## src/rtl/flash_status_pkg.sv

```systemverilog
package flash_status_pkg;
  localparam int ADDR_W = 20;
  localparam int SUB_SHIFT = 12;
  localparam int SEC_SHIFT = 16;
  localparam int PAGE_SHIFT = 8;

  typedef enum logic [2:0] {
    OP_RDSR = 3'd0,
    OP_WREN = 3'd1,
    OP_WRDI = 3'd2,
    OP_WRSR = 3'd3,
    OP_SUBER = 3'd4,
    OP_SECER = 3'd5,
    OP_CHIPER = 3'd6,
    OP_PROG = 3'd7
  } op_e;
endpackage

```

## src/rtl/prot_window.sv

```systemverilog
module prot_window #(
  parameter int AW = 20
) (
  input  logic          bottom,
  input  logic [2:0]    code,
  output logic [AW-1:0] lo,
  output logic [AW-1:0] hi,
  output logic          none
);
  localparam logic [AW-1:0] TOP = {AW{1'b1}};
  logic [AW-1:0] span;
  logic [2:0] sh;

  always_comb begin
    sh = 3'd5 - code;
    span = TOP >> sh;
    none = (code == 3'd0);
    lo = '0;
    hi = TOP;
    if (code >= 3'd1 && code <= 3'd4) begin
      if (bottom) begin
        lo = '0;
        hi = span;
      end else begin
        lo = ~span;
        hi = TOP;
      end
    end
  end


  always_comb begin
    window_order_chk: assert (none || lo <= hi);
  end
endmodule

```

## src/rtl/access_check.sv

```systemverilog
module access_check
  import flash_status_pkg::*;
#(
  parameter int AW = 20
) (
  input  op_e           op,
  input  logic [AW-1:0] addr,
  input  logic          busy,
  input  logic          wen,
  input  logic          wp_n,
  input  logic [2:0]    code,
  input  logic [AW-1:0] lo,
  input  logic [AW-1:0] hi,
  input  logic          none,
  output logic          ok
);
  logic [AW-1:0] base;
  logic hit;

  always_comb begin
    case (op)
      OP_SUBER: base = addr & ~((AW)'((1 << SUB_SHIFT) - 1));
      OP_SECER: base = addr & ~((AW)'((1 << SEC_SHIFT) - 1));
      OP_PROG:  base = addr & ~((AW)'((1 << PAGE_SHIFT) - 1));
      default:  base = addr;
    endcase
    hit = !none && base >= lo && base <= hi;
    case (op)
      OP_RDSR:  ok = 1'b1;
      OP_WREN, OP_WRDI: ok = !busy;
      OP_WRSR:  ok = !busy && wen && wp_n;
      OP_CHIPER: ok = !busy && wen && (code == 3'd0);
      default:  ok = !busy && wen && !hit;
    endcase
  end
endmodule

```

## src/rtl/status_core.sv

```systemverilog
module status_core
  import flash_status_pkg::*;
(
  input  logic       clk,
  input  logic       rst_n,
  input  logic       cmd_valid,
  input  op_e        op,
  input  logic [7:0] wdata,
  input  logic       ok,
  input  logic       seq_busy_i,
  input  logic       done_i,
  output logic       busy,
  output logic       wen,
  output logic [2:0] code,
  output logic       bottom,
  output logic       acc_valid,
  output logic       acc_ok
);
  logic pending;

  assign busy = pending | seq_busy_i;

  always_ff @(posedge clk) begin
    if (!rst_n) begin
      pending <= 1'b0;
      wen <= 1'b0;
      code <= 3'd0;
      bottom <= 1'b0;
      acc_valid <= 1'b0;
      acc_ok <= 1'b0;
    end else begin
      acc_valid <= cmd_valid;
      acc_ok <= cmd_valid & ok;
      if (done_i && pending) begin
        pending <= 1'b0;
        wen <= 1'b0;
      end
      if (cmd_valid && ok) begin
        case (op)
          OP_WREN: wen <= 1'b1;
          OP_WRDI: wen <= 1'b0;
          OP_WRSR: begin
            code <= wdata[4:2];
            bottom <= wdata[5];
            pending <= 1'b1;
          end
          OP_SUBER, OP_SECER, OP_CHIPER, OP_PROG: pending <= 1'b1;
          default: ;
        endcase
      end
    end
  end


  verdict_follow_chk: assert property (@(posedge clk) disable iff (!rst_n)
    cmd_valid |=> acc_valid);

  done_clears_wen_chk: assert property (@(posedge clk) disable iff (!rst_n)
    (done_i && pending) |=> (!wen && !pending));

  reject_keeps_wen_chk: assert property (@(posedge clk) disable iff (!rst_n)
    (cmd_valid && !ok && !done_i) |=> $stable(wen));

  chip_guard_chk: assert property (@(posedge clk) disable iff (!rst_n)
    (cmd_valid && op == OP_CHIPER && code != 3'd0) |=> !acc_ok);

  busy_guard_chk: assert property (@(posedge clk) disable iff (!rst_n)
    (cmd_valid && busy && op != OP_RDSR) |=> !acc_ok);
endmodule

```

## src/rtl/flash_status_unit.sv

```systemverilog
module flash_status_unit
  import flash_status_pkg::*;
#(
  parameter int AW = ADDR_W
) (
  input  logic          clk,
  input  logic          rst_n,
  input  logic          cmd_valid,
  input  logic [2:0]    cmd_op,
  input  logic [AW-1:0] cmd_addr,
  input  logic [7:0]    cmd_wdata,
  input  logic          wp_n,
  input  logic          seq_busy_i,
  input  logic          done_i,
  output logic [7:0]    status_o,
  output logic          acc_valid,
  output logic          acc_ok,
  output logic [AW-1:0] prot_lo,
  output logic [AW-1:0] prot_hi,
  output logic          prot_none
);
  op_e op;
  logic busy, wen, bottom, ok;
  logic [2:0] code;

  assign op = op_e'(cmd_op);
  assign status_o = {2'b00, bottom, code, wen, busy};

  prot_window #(.AW(AW)) u_win (
    .bottom(bottom), .code(code), .lo(prot_lo), .hi(prot_hi), .none(prot_none)
  );

  access_check #(.AW(AW)) u_chk (
    .op(op), .addr(cmd_addr), .busy(busy), .wen(wen), .wp_n(wp_n),
    .code(code), .lo(prot_lo), .hi(prot_hi), .none(prot_none), .ok(ok)
  );

  status_core u_core (
    .clk(clk), .rst_n(rst_n), .cmd_valid(cmd_valid), .op(op), .wdata(cmd_wdata),
    .ok(ok), .seq_busy_i(seq_busy_i), .done_i(done_i), .busy(busy), .wen(wen),
    .code(code), .bottom(bottom), .acc_valid(acc_valid), .acc_ok(acc_ok)
  );
endmodule

```

## config.mk

```make
export PLATFORM = sky130hd
export DESIGN_NAME = flash_status_unit
export DESIGN_NICKNAME = d
export VERILOG_FILES = /design/src/rtl/flash_status_pkg.sv /design/src/rtl/prot_window.sv /design/src/rtl/access_check.sv /design/src/rtl/status_core.sv /design/src/rtl/flash_status_unit.sv
export SDC_FILE = /design/constraint.sdc
export NUM_CORES = 1
export LEC_CHECK = 0
export ABC_AREA = 0
export BUFFER_PORTS_ARGS = -buffer_cell sky130_fd_sc_hd__buf_2
export CAP_MARGIN = 25
export CORE_MARGIN = 2
export CORE_UTILIZATION = 38
export DETAILED_ROUTE_END_ITERATION = 8
export MAX_ROUTING_LAYER = met4
export PLACE_DENSITY = 0.78
export SYNTH_ARGS = -nofsm -noshare
export SYNTH_HDL_FRONTEND = slang
export SYNTH_SLANG_ARGS = --single-unit
```

## constraint.sdc

```tcl
create_clock -name clk -period 2.41 [get_ports clk]
set_input_delay 0.482 -clock clk [delete_from_list [all_inputs] [get_ports clk]]
set_output_delay 0.482 -clock clk [all_outputs]
set_load 0.05 [all_outputs]
```

# After elaboration in Yosys (flattened, before gate mapping)
# Index checks and enable logic that the tools add are counted.
dict set report totals {
  register_bits 8
  input_bits 37
  out_inout_bits 51
  wordCells 51
}
dict set report op_classes {
  add_sub_neg 1
  magnitude_cmp 4
  eq_ne 7
  shift 1
  n_mux 12
  n_bitwise 3
  n_reduce_logical 17
}
# operator count
set ops {}
lappend ops {{$mux W20} 4}
lappend ops {{$pmux W16 S3} 1}
lappend ops {{$ge A20 B20 Y1} 1}
lappend ops {{$le A20 B20 Y1} 1}
lappend ops {{$not A20 Y20} 1}
lappend ops {{$shr A20 B3 Y20 const A} 1}
lappend ops {{$eq A3 B3 Y1 const B} 4}
lappend ops {{$logic_and A1 B1 Y1} 9}
lappend ops {{$eq A3 B2 Y1 const B} 2}
lappend ops {{$logic_not A3 Y1} 2}
lappend ops {{$mux W1} 5}
lappend ops {{$reduce_or A5 Y1} 1}
lappend ops {{$pmux W1 S4} 1}
lappend ops {{$eq A3 B1 Y1 const B} 1}
lappend ops {{$ge A3 B1 Y1 const B} 1}
lappend ops {{$le A3 B3 Y1 const B} 1}
lappend ops {{$logic_not A1 Y1} 3}
lappend ops {{$sub A3 B3 Y3 const A} 1}
lappend ops {{$pmux W1 S2} 1}
lappend ops {{$reduce_and A2 Y1} 1}
lappend ops {{$reduce_or A2 Y1} 1}
lappend ops {{$and A1 B1 Y1} 1}
lappend ops {{$or A1 B1 Y1} 1}

# Logic depth before layout (Yosys ltp)
# Gate-level depths: netlist of run 1.
dict set report depth {
  ltp_word 13
  depth_mapped 11
  depth_no_buf 11
}

# By module
# A second synthesis of run 1 with hierarchy kept.
dict set report unflattened {
  hier_cells 270
  area_unflattened_um2 1991.9
}
# mod n_inst cells_each area_per_inst_um2 seq_area_each_um2
set by_module_without_submodules {}
lappend by_module_without_submodules {access_check 1 165 1193.6 0.0}
lappend by_module_without_submodules {prot_window 1 61 414.1 0.0}
lappend by_module_without_submodules {status_core 1 38 342.8 160.2}
lappend by_module_without_submodules {flash_status_unit 1 6 41.3 0.0}

# Worst setup path before layout of run 1
# No wires, ideal clock.
dict set report synth_timing {
  path_kind {register to register}
  start {register u_core.code[2]}
  end {register u_core.acc_ok}
  setup_time_ps 86
  t_arrival_ps 3794
  t_required_ps 2324
  slack_ps -1470
  path_stages_with_launch 12
  path_buffers 0
  period_less_slack_ps 3880
  cell_sequence {dfxtp_1 > inv_1 > ha_1 > or2b_2 > o211ai_4 > nor3_1 > inv_1 > ha_1 > o211ai_1 > a21oi_1 > o211a_1 > a221oi_2}
}
dict set report synth_via {
  elab_chain_len 12
  elab_cells_between_ends 21
  cone_classes {add/sub (1); order compare (4); shift (1); mux (5); bitwise (2); reduce/logical (8)}
}
# element line
set synth_lines {}
lappend synth_lines {{start, declared} status_core.sv:14} ;# output logic [2:0] code,
lappend synth_lines {{start signal, assigned} status_core.sv:43} ;# code <= wdata[4:2];
lappend synth_lines {{$sub A3 B3 Y3} prot_window.sv:15} ;# sh = 3'd5 - code;
lappend synth_lines {{$shr A20 B3 Y20} prot_window.sv:16} ;# span = TOP >> sh;
lappend synth_lines {{$not A20 Y20} prot_window.sv:25} ;# lo = ~span;
lappend synth_lines {{$mux W20} prot_window.sv:21} ;# if (bottom) begin
lappend synth_lines {{$mux W20 *} prot_window.sv:20} ;# if (code >= 3'd1 && code <= 3'd4) begin
lappend synth_lines {{named net prot_lo[13]} flash_status_unit.sv:18} ;# output logic [AW-1:0] prot_lo,
lappend synth_lines {{$ge A20 B20 Y1 *} access_check.sv:27} ;# hit = !none && base >= lo && base <= hi;
lappend synth_lines {{$logic_and A1 B1 Y1 * (2 in series)} access_check.sv:27}
lappend synth_lines {{$logic_not A1 Y1 *} access_check.sv:33} ;# default: ok = !busy && wen && !hit;
lappend synth_lines {{$logic_and A1 B1 Y1 *} access_check.sv:33}
lappend synth_lines {{$pmux W1 S4 *} access_check.sv:28} ;# case (op)
lappend synth_lines {{$and A1 B1 Y1 *} status_core.sv:33} ;# acc_ok <= cmd_valid & ok;
lappend synth_lines {{end signal, assigned} status_core.sv:33}
lappend synth_lines {{end, declared} status_core.sv:17} ;# output logic acc_ok
# Mark *: on every way through the listed nets, which the timed path passes. The rest lies on a longest branch.
# A chain may end at the register's enable or synchronous reset.

# Worst setup path in the final report of run 1
dict set report layout_timing {
  start {register u_core.code[1]}
  end {register u_core.acc_ok}
}
dict set report layout_via {
  elab_chain_len 12
  elab_cells_between_ends 21
  cone_classes {add/sub (1); order compare (4); shift (1); mux (5); bitwise (2); reduce/logical (8)}
}
# element line
set layout_lines {}
lappend layout_lines {{$sub A3 B3 Y3} prot_window.sv:15}
lappend layout_lines {{$shr A20 B3 Y20} prot_window.sv:16}
lappend layout_lines {{$not A20 Y20} prot_window.sv:25}
lappend layout_lines {{$mux W20} prot_window.sv:21}
lappend layout_lines {{$mux W20} prot_window.sv:20}
lappend layout_lines {{$ge A20 B20 Y1} access_check.sv:27}
lappend layout_lines {{$logic_and A1 B1 Y1 (2 in series)} access_check.sv:27}
lappend layout_lines {{$logic_not A1 Y1} access_check.sv:33}
lappend layout_lines {{$logic_and A1 B1 Y1} access_check.sv:33}
lappend layout_lines {{$pmux W1 S4 *} access_check.sv:28}
lappend layout_lines {{$and A1 B1 Y1 *} status_core.sv:33}
# Mark *: on every way between the ends. The rest lies on a longest branch, timed or not.

==> results of run 1 <==
-- state kept, by name, indices dropped and copies added (netlist names) --
register          cells
u_core.bottom         1
u_core.pending        1
u_core.acc_valid      1
u_core.acc_ok         1
u_core.code           3
u_core.wen            1
-- path summary, 6_finish.rpt --
check	from	end	slack [ps]	cells after the start
min reg2reg	u_core.wen	u_core.wen	560	2
max	u_core.code[1]	u_core.acc_ok	50	11
min	cmd_wdata[2]	u_core.code[0]	470	3
max reg2reg	u_core.code[1]	u_core.acc_ok	50	11
-- worst max-delay path, delay by kind of cell (launching register included) --
family / cells / cell delay (ps)
adders and majority gates: 2 / 470
AOI/OAI and AO/OA: 4 / 710
buffers and inverters: 2 / 210
DFF: 1 / 350
and+or+nand+nor: 3 / 550
-- cells by family (layout without fill, tap and decap cells) --
| group | after synthesis | count (layout) |
|---|---|---|
| buffers and inverters | 56 | 78 |
| other | 2 | 28 |
| multiplexers | 4 | 4 |
| adder cells (fa/ha/maj) | 17 | 17 |
| flip-flops | 8 | 8 |
| XOR/XNOR | 1 | 1 |
| AO/OA/AOI/OAI | 30 | 30 |
| AND/OR/NAND/NOR | 38 | 38 |
-- synthesized netlist by cell type, drive strengths merged --
library cell	count	share of area
a211oi	1	0.0059
a21o	1	0.0059
a21oi	8	0.032
a221oi	1	0.012
a22oi	1	0.0059
a311oi	1	0.012
a31o	1	0.0069
and2	4	0.020
and2b	1	0.0069
buf	34	0.21
clkbuf	1	0.0030
conb	2	0.0059
dfxtp	8	0.13
ha	17	0.17
inv	21	0.062
mux2i	4	0.032
nand2	4	0.012
nand2b	1	0.0049
nand3	2	0.0079
nand4	1	0.0049
nand4b	1	0.019
nor2	11	0.035
nor2b	2	0.0099
nor3	6	0.028
nor4	1	0.017
nor4b	1	0.0069
o2111ai	1	0.0069
o211a	1	0.0079
o211ai	4	0.045
o21ai	3	0.012
o2bb2ai	1	0.0069
o311ai	2	0.014
o31a	1	0.0069
o31ai	3	0.022
or2	1	0.0049
or2b	2	0.013
xnor2	1	0.0069
-- placed cells by master (no fill, tap or decap), drive strengths merged, types with 2 or more instances in the layout --
| master | synthesis | layout |
|---|---|---|
| nand2 | 4 | 4 |
| nand3 | 2 | 2 |
| conb | 2 | 28 |
| or2b | 2 | 2 |
| nor3 | 6 | 6 |
| nor2b | 2 | 2 |
| and2 | 4 | 4 |
| o311ai | 2 | 2 |
| o31ai | 3 | 3 |
| clkbuf | 1 | 5 |
| a21oi | 8 | 8 |
| nor2 | 11 | 11 |
| inv | 21 | 21 |
| dfxtp | 8 | 8 |
| ha | 17 | 17 |
| o211ai | 4 | 4 |
| buf | 34 | 52 |
| mux2i | 4 | 4 |
| o21ai | 3 | 3 |
-- cell type report --
class                      count  area [um2]  area share
timing repair buffer          53       311.5      0.1924
sequential                     8       168.9      0.1043
inverter                      21       83.83     0.05178
tap                           44       55.05     0.03400
multi-input combinational    118       973.4      0.6012
clock buffer                   4       26.28     0.01623
-- power groups by stage --
stage          logic [W]  clock network [W]  registers, W
6_report        0.000193           0.000111      0.000135
2_1_floorplan   0.000188                  0      0.000143
3_3_place_gp    0.000184                  0      0.000138
3_5_place_dp    0.000186                  0      0.000138
5_1_grt         0.000207           0.000126      0.000135
4_1_cts         0.000186           0.000117      0.000135
-- stage by stage --
step | worst slack [ps] | area, um2 | cells
finish | 46.24 | 1619 | 248
global route | -18.76 | 1619 | 248
CTS | 8.783 | 1555 | 247
detailed placement | 18.63 | 1529 | 243
global placement | 33.46 | 1529 | 243
floorplan | -300.2 | 1444 | 182
-- per-layer routing --
metal  vias to the layer above  routed length (um)  track usage
li1                        575                   -            -
met1                       489                1164       0.1898
met2                        48                1271       0.2286
met3                         0                 171      0.03520
met4                         0                   0      0.02128
met5                         -                   0            -
-- timing repair --
item	in CTS	in global routing
gates resized for setup	0	12
setup buffers	0	1
setup endpoints to repair	0	5
==> qor.csv, run 1 <==
stage,metric,value,unit
run_status,status,finished clean,
grt,grt_antenna_before_repair,0,
pwr,switching_share,0.4580,
timing,slew_viol_final,0,
floorplan,die_w,61.78,um
placed_design,gp_congestion,0.8995,
critical_path,worstPathRequired,2580,ps
pwr,ir_worst_vdd,0.1641,mV
drt,drt_iter0_markers,29,
floorplan,fp.dieArea,3817,um2
grt,grt.overflow.total,0,
drt,dr.pass1.iters,4,
logic_synthesis,synth_cell_types,44,
critical_path,cpMaxStageDelayCell,dfxtp_4,
critical_path,crit_type,reg -> reg,
cts,cts_tree,yes,
placed_design,hpwl,2.208,mm
critical_path,critPathArrivalTime,2530,ps
pwr,seq_power_share,0.308,
floorplan,initial_core_util,0.4089,
drt,wire_per_inst,10.51,um
logic_synthesis,synth_top_family_by_area,buffers and inverters,
floorplan,io-pin-count,88,
timing,hold_viol,0,
layout,n_fill_cell,307,
critical_path,cp-end-kind,flip-flop,
cts,clk_latency,250,ps
hold_path,worstHoldPathType,in -> reg,
drt,via_per_inst,4.484,
pwr,p_int,0.0002379,W
grt,track_usage,0.1440,
cts,cts_made_buffers,3,
grt,grt_max_degree,11,
timing,tns,0,ps
layout,diodes,0,
timing,rsz0062_at_grt,yes,
logic_synthesis,synth-xor-area-share,0.006903,
critical_path,crit_fanout,6,
placed_design,io_buffers,42,
cts,htreeDepth,1,
logic_synthesis,synth-simple-area-share,0.1884,
run,max_cap_violations,0,
drt,antenna_left,0,
layout,nets,259,
cts,path_clk_slew,60,ps
cts,cts_num_sinks,8,
pwr,cellPowerDensity,271.1,nW/um2
floorplan,coreArea,3103,um2
logic_synthesis,yosys_warnings,0,
layout,area_delta_synth_final,27.61,%
logic_synthesis,post_synth.cell_area_avg,8.133,um2
pwr,total_power,0.0004389,W
floorplan,rows,20,
logic_synthesis,synthMuxAreaShare,0.03156,
timing,fmax,0.4231,GHz
layout,drive_gt1_frac,0.4216,
logic_synthesis,syn_inst,156,
critical_path,slowest_delay,350,ps
logic_synthesis,synthAdderAreaFrac,0.1677,
timing,hold_ws,468.4,ps
logic_synthesis,synth_seq_cells,8,
floorplan,dieHeight,61.78,um
cts,cts-root-buf,clkbuf_4,
pwr,cellLeakagePower,0.7396,nW
pwr,comb_power_share,0.440,
drt,vias,1112,
pwr,p_clk_frac,0.252,
timing,finalSetupViolCount,0,
grt,grt_first_pass_wirelength,4.022,mm
logic_synthesis,syn_area,1269,um2
timing,skew,4.762,ps
layout,fin_util,0.5218,
critical_path,cp_cell_sequence,"inv_4, ha_2, and2b_2, o211ai_4, buf_12, or2_2, ha_1, nand2_1, o21ai_1, o211a_1, a221oi_2",
timing,fin_crit,2364,ps
critical_path,critPathLaunchType,flip-flop,
cts,clockBufferDepth,2,
cts,cts.hold.buffers_added,0,
drt,drcViolationCount,0,
timing,fin_crit_sh,0.9808,
logic_synthesis,synth-compound-area-share,0.2012,
drt,wirelength,2.606,mm
pwr,p_switching,0.0002010,W
logic_synthesis,yosysSeqAreaShare,0.1262,
grt,first_global_vias,935,
Power figures use the tool's default switching activity.
==> inputs of run 2 (changes only) <==
--- a/config.mk
+++ b/config.mk
@@ -13,6 +13,7 @@
 export DETAILED_ROUTE_END_ITERATION = 8
 export MAX_ROUTING_LAYER = met4
 export PLACE_DENSITY = 0.78
+export SETUP_SLACK_MARGIN = 0.15
 export SYNTH_ARGS = -nofsm -noshare
 export SYNTH_HDL_FRONTEND = slang
 export SYNTH_SLANG_ARGS = --single-unit
==> qor.csv, run 2 (synthesized netlist as in run 1, its figures left out) <==
stage,metric,value,unit,change
critical_path,startpoint,u_core.code[2],,
drt,drcViolationCount,0,,unchanged
cts,cts_num_sinks,8,,unchanged
timing,skew,4.179,ps,-0.5830 ps
critical_path,worstPathRequired,2580,ps,about the same
floorplan,coreArea,3103,um2,unchanged
cts,cts_made_buffers,3,,unchanged
critical_path,endpoint,u_core.acc_ok,,
critical_path,cp_top_family,compound AO/OA/AOI/OAI gates,,
cts,clk_latency,250,ps,about the same
layout,finalInstanceArea,1718,um2,+6.1%
drt,antenna_left,0,,unchanged
critical_path,r2r-end,u_core.acc_ok,,
critical_path,critPathLaunchType,flip-flop,,
grt,grt.overflow.total,0,,unchanged
grt,track_usage,0.1510,,+0.007024
layout,area_delta_synth_final,35.40,%,
timing,hold_ws,468.4,ps,-0.04800 ps
placed_design,hpwl,2.208,mm,unchanged
drt,vias,1158,,+4.1%
floorplan,io-pin-count,88,,unchanged
cts,clockBufferDepth,2,,unchanged
critical_path,cp_cell_sequence,"inv_6, ha_4, or2b_4, o211ai_4, buf_12, or2_2, ha_1, nand2_1, o21ai_1, o211a_1, a221oi_2",,
timing,fmax,0.4239,GHz,+0.21%
floorplan,fp.dieArea,3817,um2,unchanged
run_status,status,finished clean,,
placed_design,dpl_cell_area,1529,um2,unchanged
critical_path,cp.depth,11,,unchanged
critical_path,slowest_delay,380,ps,+30 ps
floorplan,initial_core_util,0.4089,,unchanged
critical_path,r2r_slack,50,ps,about the same
placed_design,gp_congestion,0.8995,,unchanged
critical_path,crit_type,reg -> reg,,
drt,via_per_inst,4.614,,+2.9%
layout,diodes,0,,unchanged
grt,grt_antenna_before_repair,0,,unchanged
drt,dr.pass1.iters,4,,unchanged
floorplan,dieHeight,61.78,um,unchanged
layout,largest_reg_flops,3,,unchanged
timing,fin_crit_sh,0.9788,,-0.002057
layout,drive_gt1_frac,0.4686,,+0.04703
drt,wirelength,2.865,mm,+9.9%
pwr,total_power,0.0004400,W,+0.26%
critical_path,crit_fanout,7,,+1
timing,hold_viol,0,,unchanged
timing,fin_crit,2359,ps,-4.957 ps
cts,cts_tree,yes,,
drt,wire_per_inst,11.41,um,+8.6%
hold_path,worstHoldPathType,in -> reg,,
critical_path,critPathArrivalTime,2520,ps,about the same
critical_path,path_buf_inv,2,,unchanged
cts,path_clk_slew,60,ps,about the same
grt,grt_first_pass_wirelength,4.222,mm,+5.0%
grt,grt_max_degree,11,,unchanged
floorplan,rows,20,,unchanged
timing,finalSetupViolCount,0,,unchanged
cts,cts-root-buf,clkbuf_4,,
layout,nets,262,,+1.2%
pwr,cellLeakagePower,0.7759,nW,+4.9%
layout,layout_commonest_cell,buf_2,,
timing,rsz0062_at_grt,yes,,
critical_path,r2r_start,u_core.code[2],,
critical_path,cp-end-kind,flip-flop,,
cts,htreeDepth,1,,unchanged
critical_path,r2r_cells,11,,unchanged
timing,slew_viol_final,0,,unchanged
layout,top_register,u_core.code,,
floorplan,die_w,61.78,um,unchanged
layout,final_cell_mix,"37 x buf_2, 28 x conb_1, 16 x inv_1",,
run,max_cap_violations,0,,unchanged
pwr,cellPowerDensity,256.1,nW/um2,-5.5%
drt,drt_iter0_markers,33,,+14%
pwr,ir_worst_vdd,0.1642,mV,about the same
critical_path,cpMaxStageDelayCell,dfxtp_4,,
placed_design,io_buffers,42,,unchanged
grt,first_global_vias,974,,+4.2%
## run 2: timing repair
action / 4_1_cts / 5_1_grt
resized for setup: 16 / 19
setup endpoints to repair: 7 / 11
hold buffers: 0 / 0
pin swaps: 8 / 2
buffers inserted: 1 / 3
## run 2: power breakdown
part | internal (W) | total [W] | leakage, nW | switching (W)
logic | 0.0000417 | 0.000194 | 0.694 | 0.000152
clock network | 0.0000635 | 0.000111 | 0.0150 | 0.0000476
registers | 0.000133 | 0.000135 | 0.0671 | 0.00000210
## run 2: routing by layer
metal | global-route usage | share of wire | routed length, um | vias to the layer above
met5 | - | 0 | 0 | -
met4 | 0.02736 | 0.0014 | 4 | 0
met3 | 0.03727 | 0.061 | 175 | 2
met2 | 0.2436 | 0.51 | 1458 | 54
met1 | 0.1935 | 0.43 | 1226 | 522
li1 | - | - | - | 580
## run 2: metrics by stage
| step | instances | setup WS (ps) | utilization | setup TNS [ps] |
|---|---|---|---|---|
| after floorplan | 182 | -300.2 | - | -560.1 |
| after global placement | 243 | 33.46 | 0.4927 | 0 |
| after detailed placement | 243 | 18.63 | 0.4927 | 0 |
| after CTS | 248 | 58.61 | 0.5226 | 0 |
| after global routing | 251 | -21.69 | 0.5536 | -30.61 |
| final | 251 | 51.19 | 0.5536 | 0 |
## run 2: worst min-delay path by stage
| stage | start | endpoint | slack [ps] | cells after the start |
|---|---|---|---|---|
| after floorplan | u_core.wen | u_core.wen | 500 | 2 |
| after global placement | u_core.wen | u_core.wen | 550 | 2 |
| after detailed placement | u_core.wen | u_core.wen | 560 | 2 |
| after CTS | cmd_wdata[2] | u_core.code[0] | 460 | 3 |
| after global routing | cmd_wdata[4] | u_core.code[2] | 470 | 3 |
| final | cmd_wdata[3] | u_core.code[1] | 470 | 3 |
## run 2: area by class of cell
cell class,count,area [um2]
clock buffers,4,26.28
fillers,293,1385
flip-flops and latches,8,168.9
repair buffers,56,377.9
inverters,21,86.33
well taps,44,55.05
multi-input cells,118,1003
## run 2: worst reg2reg max path, cell delays in order (launching register included)
cell,delay [ps]
dfxtp_4,380
inv_6,40
ha_4,140
or2b_4,210
o211ai_4,70
buf_12,150
or2_2,300
ha_1,310
nand2_1,80
o21ai_1,70
o211a_1,250
a221oi_2,260
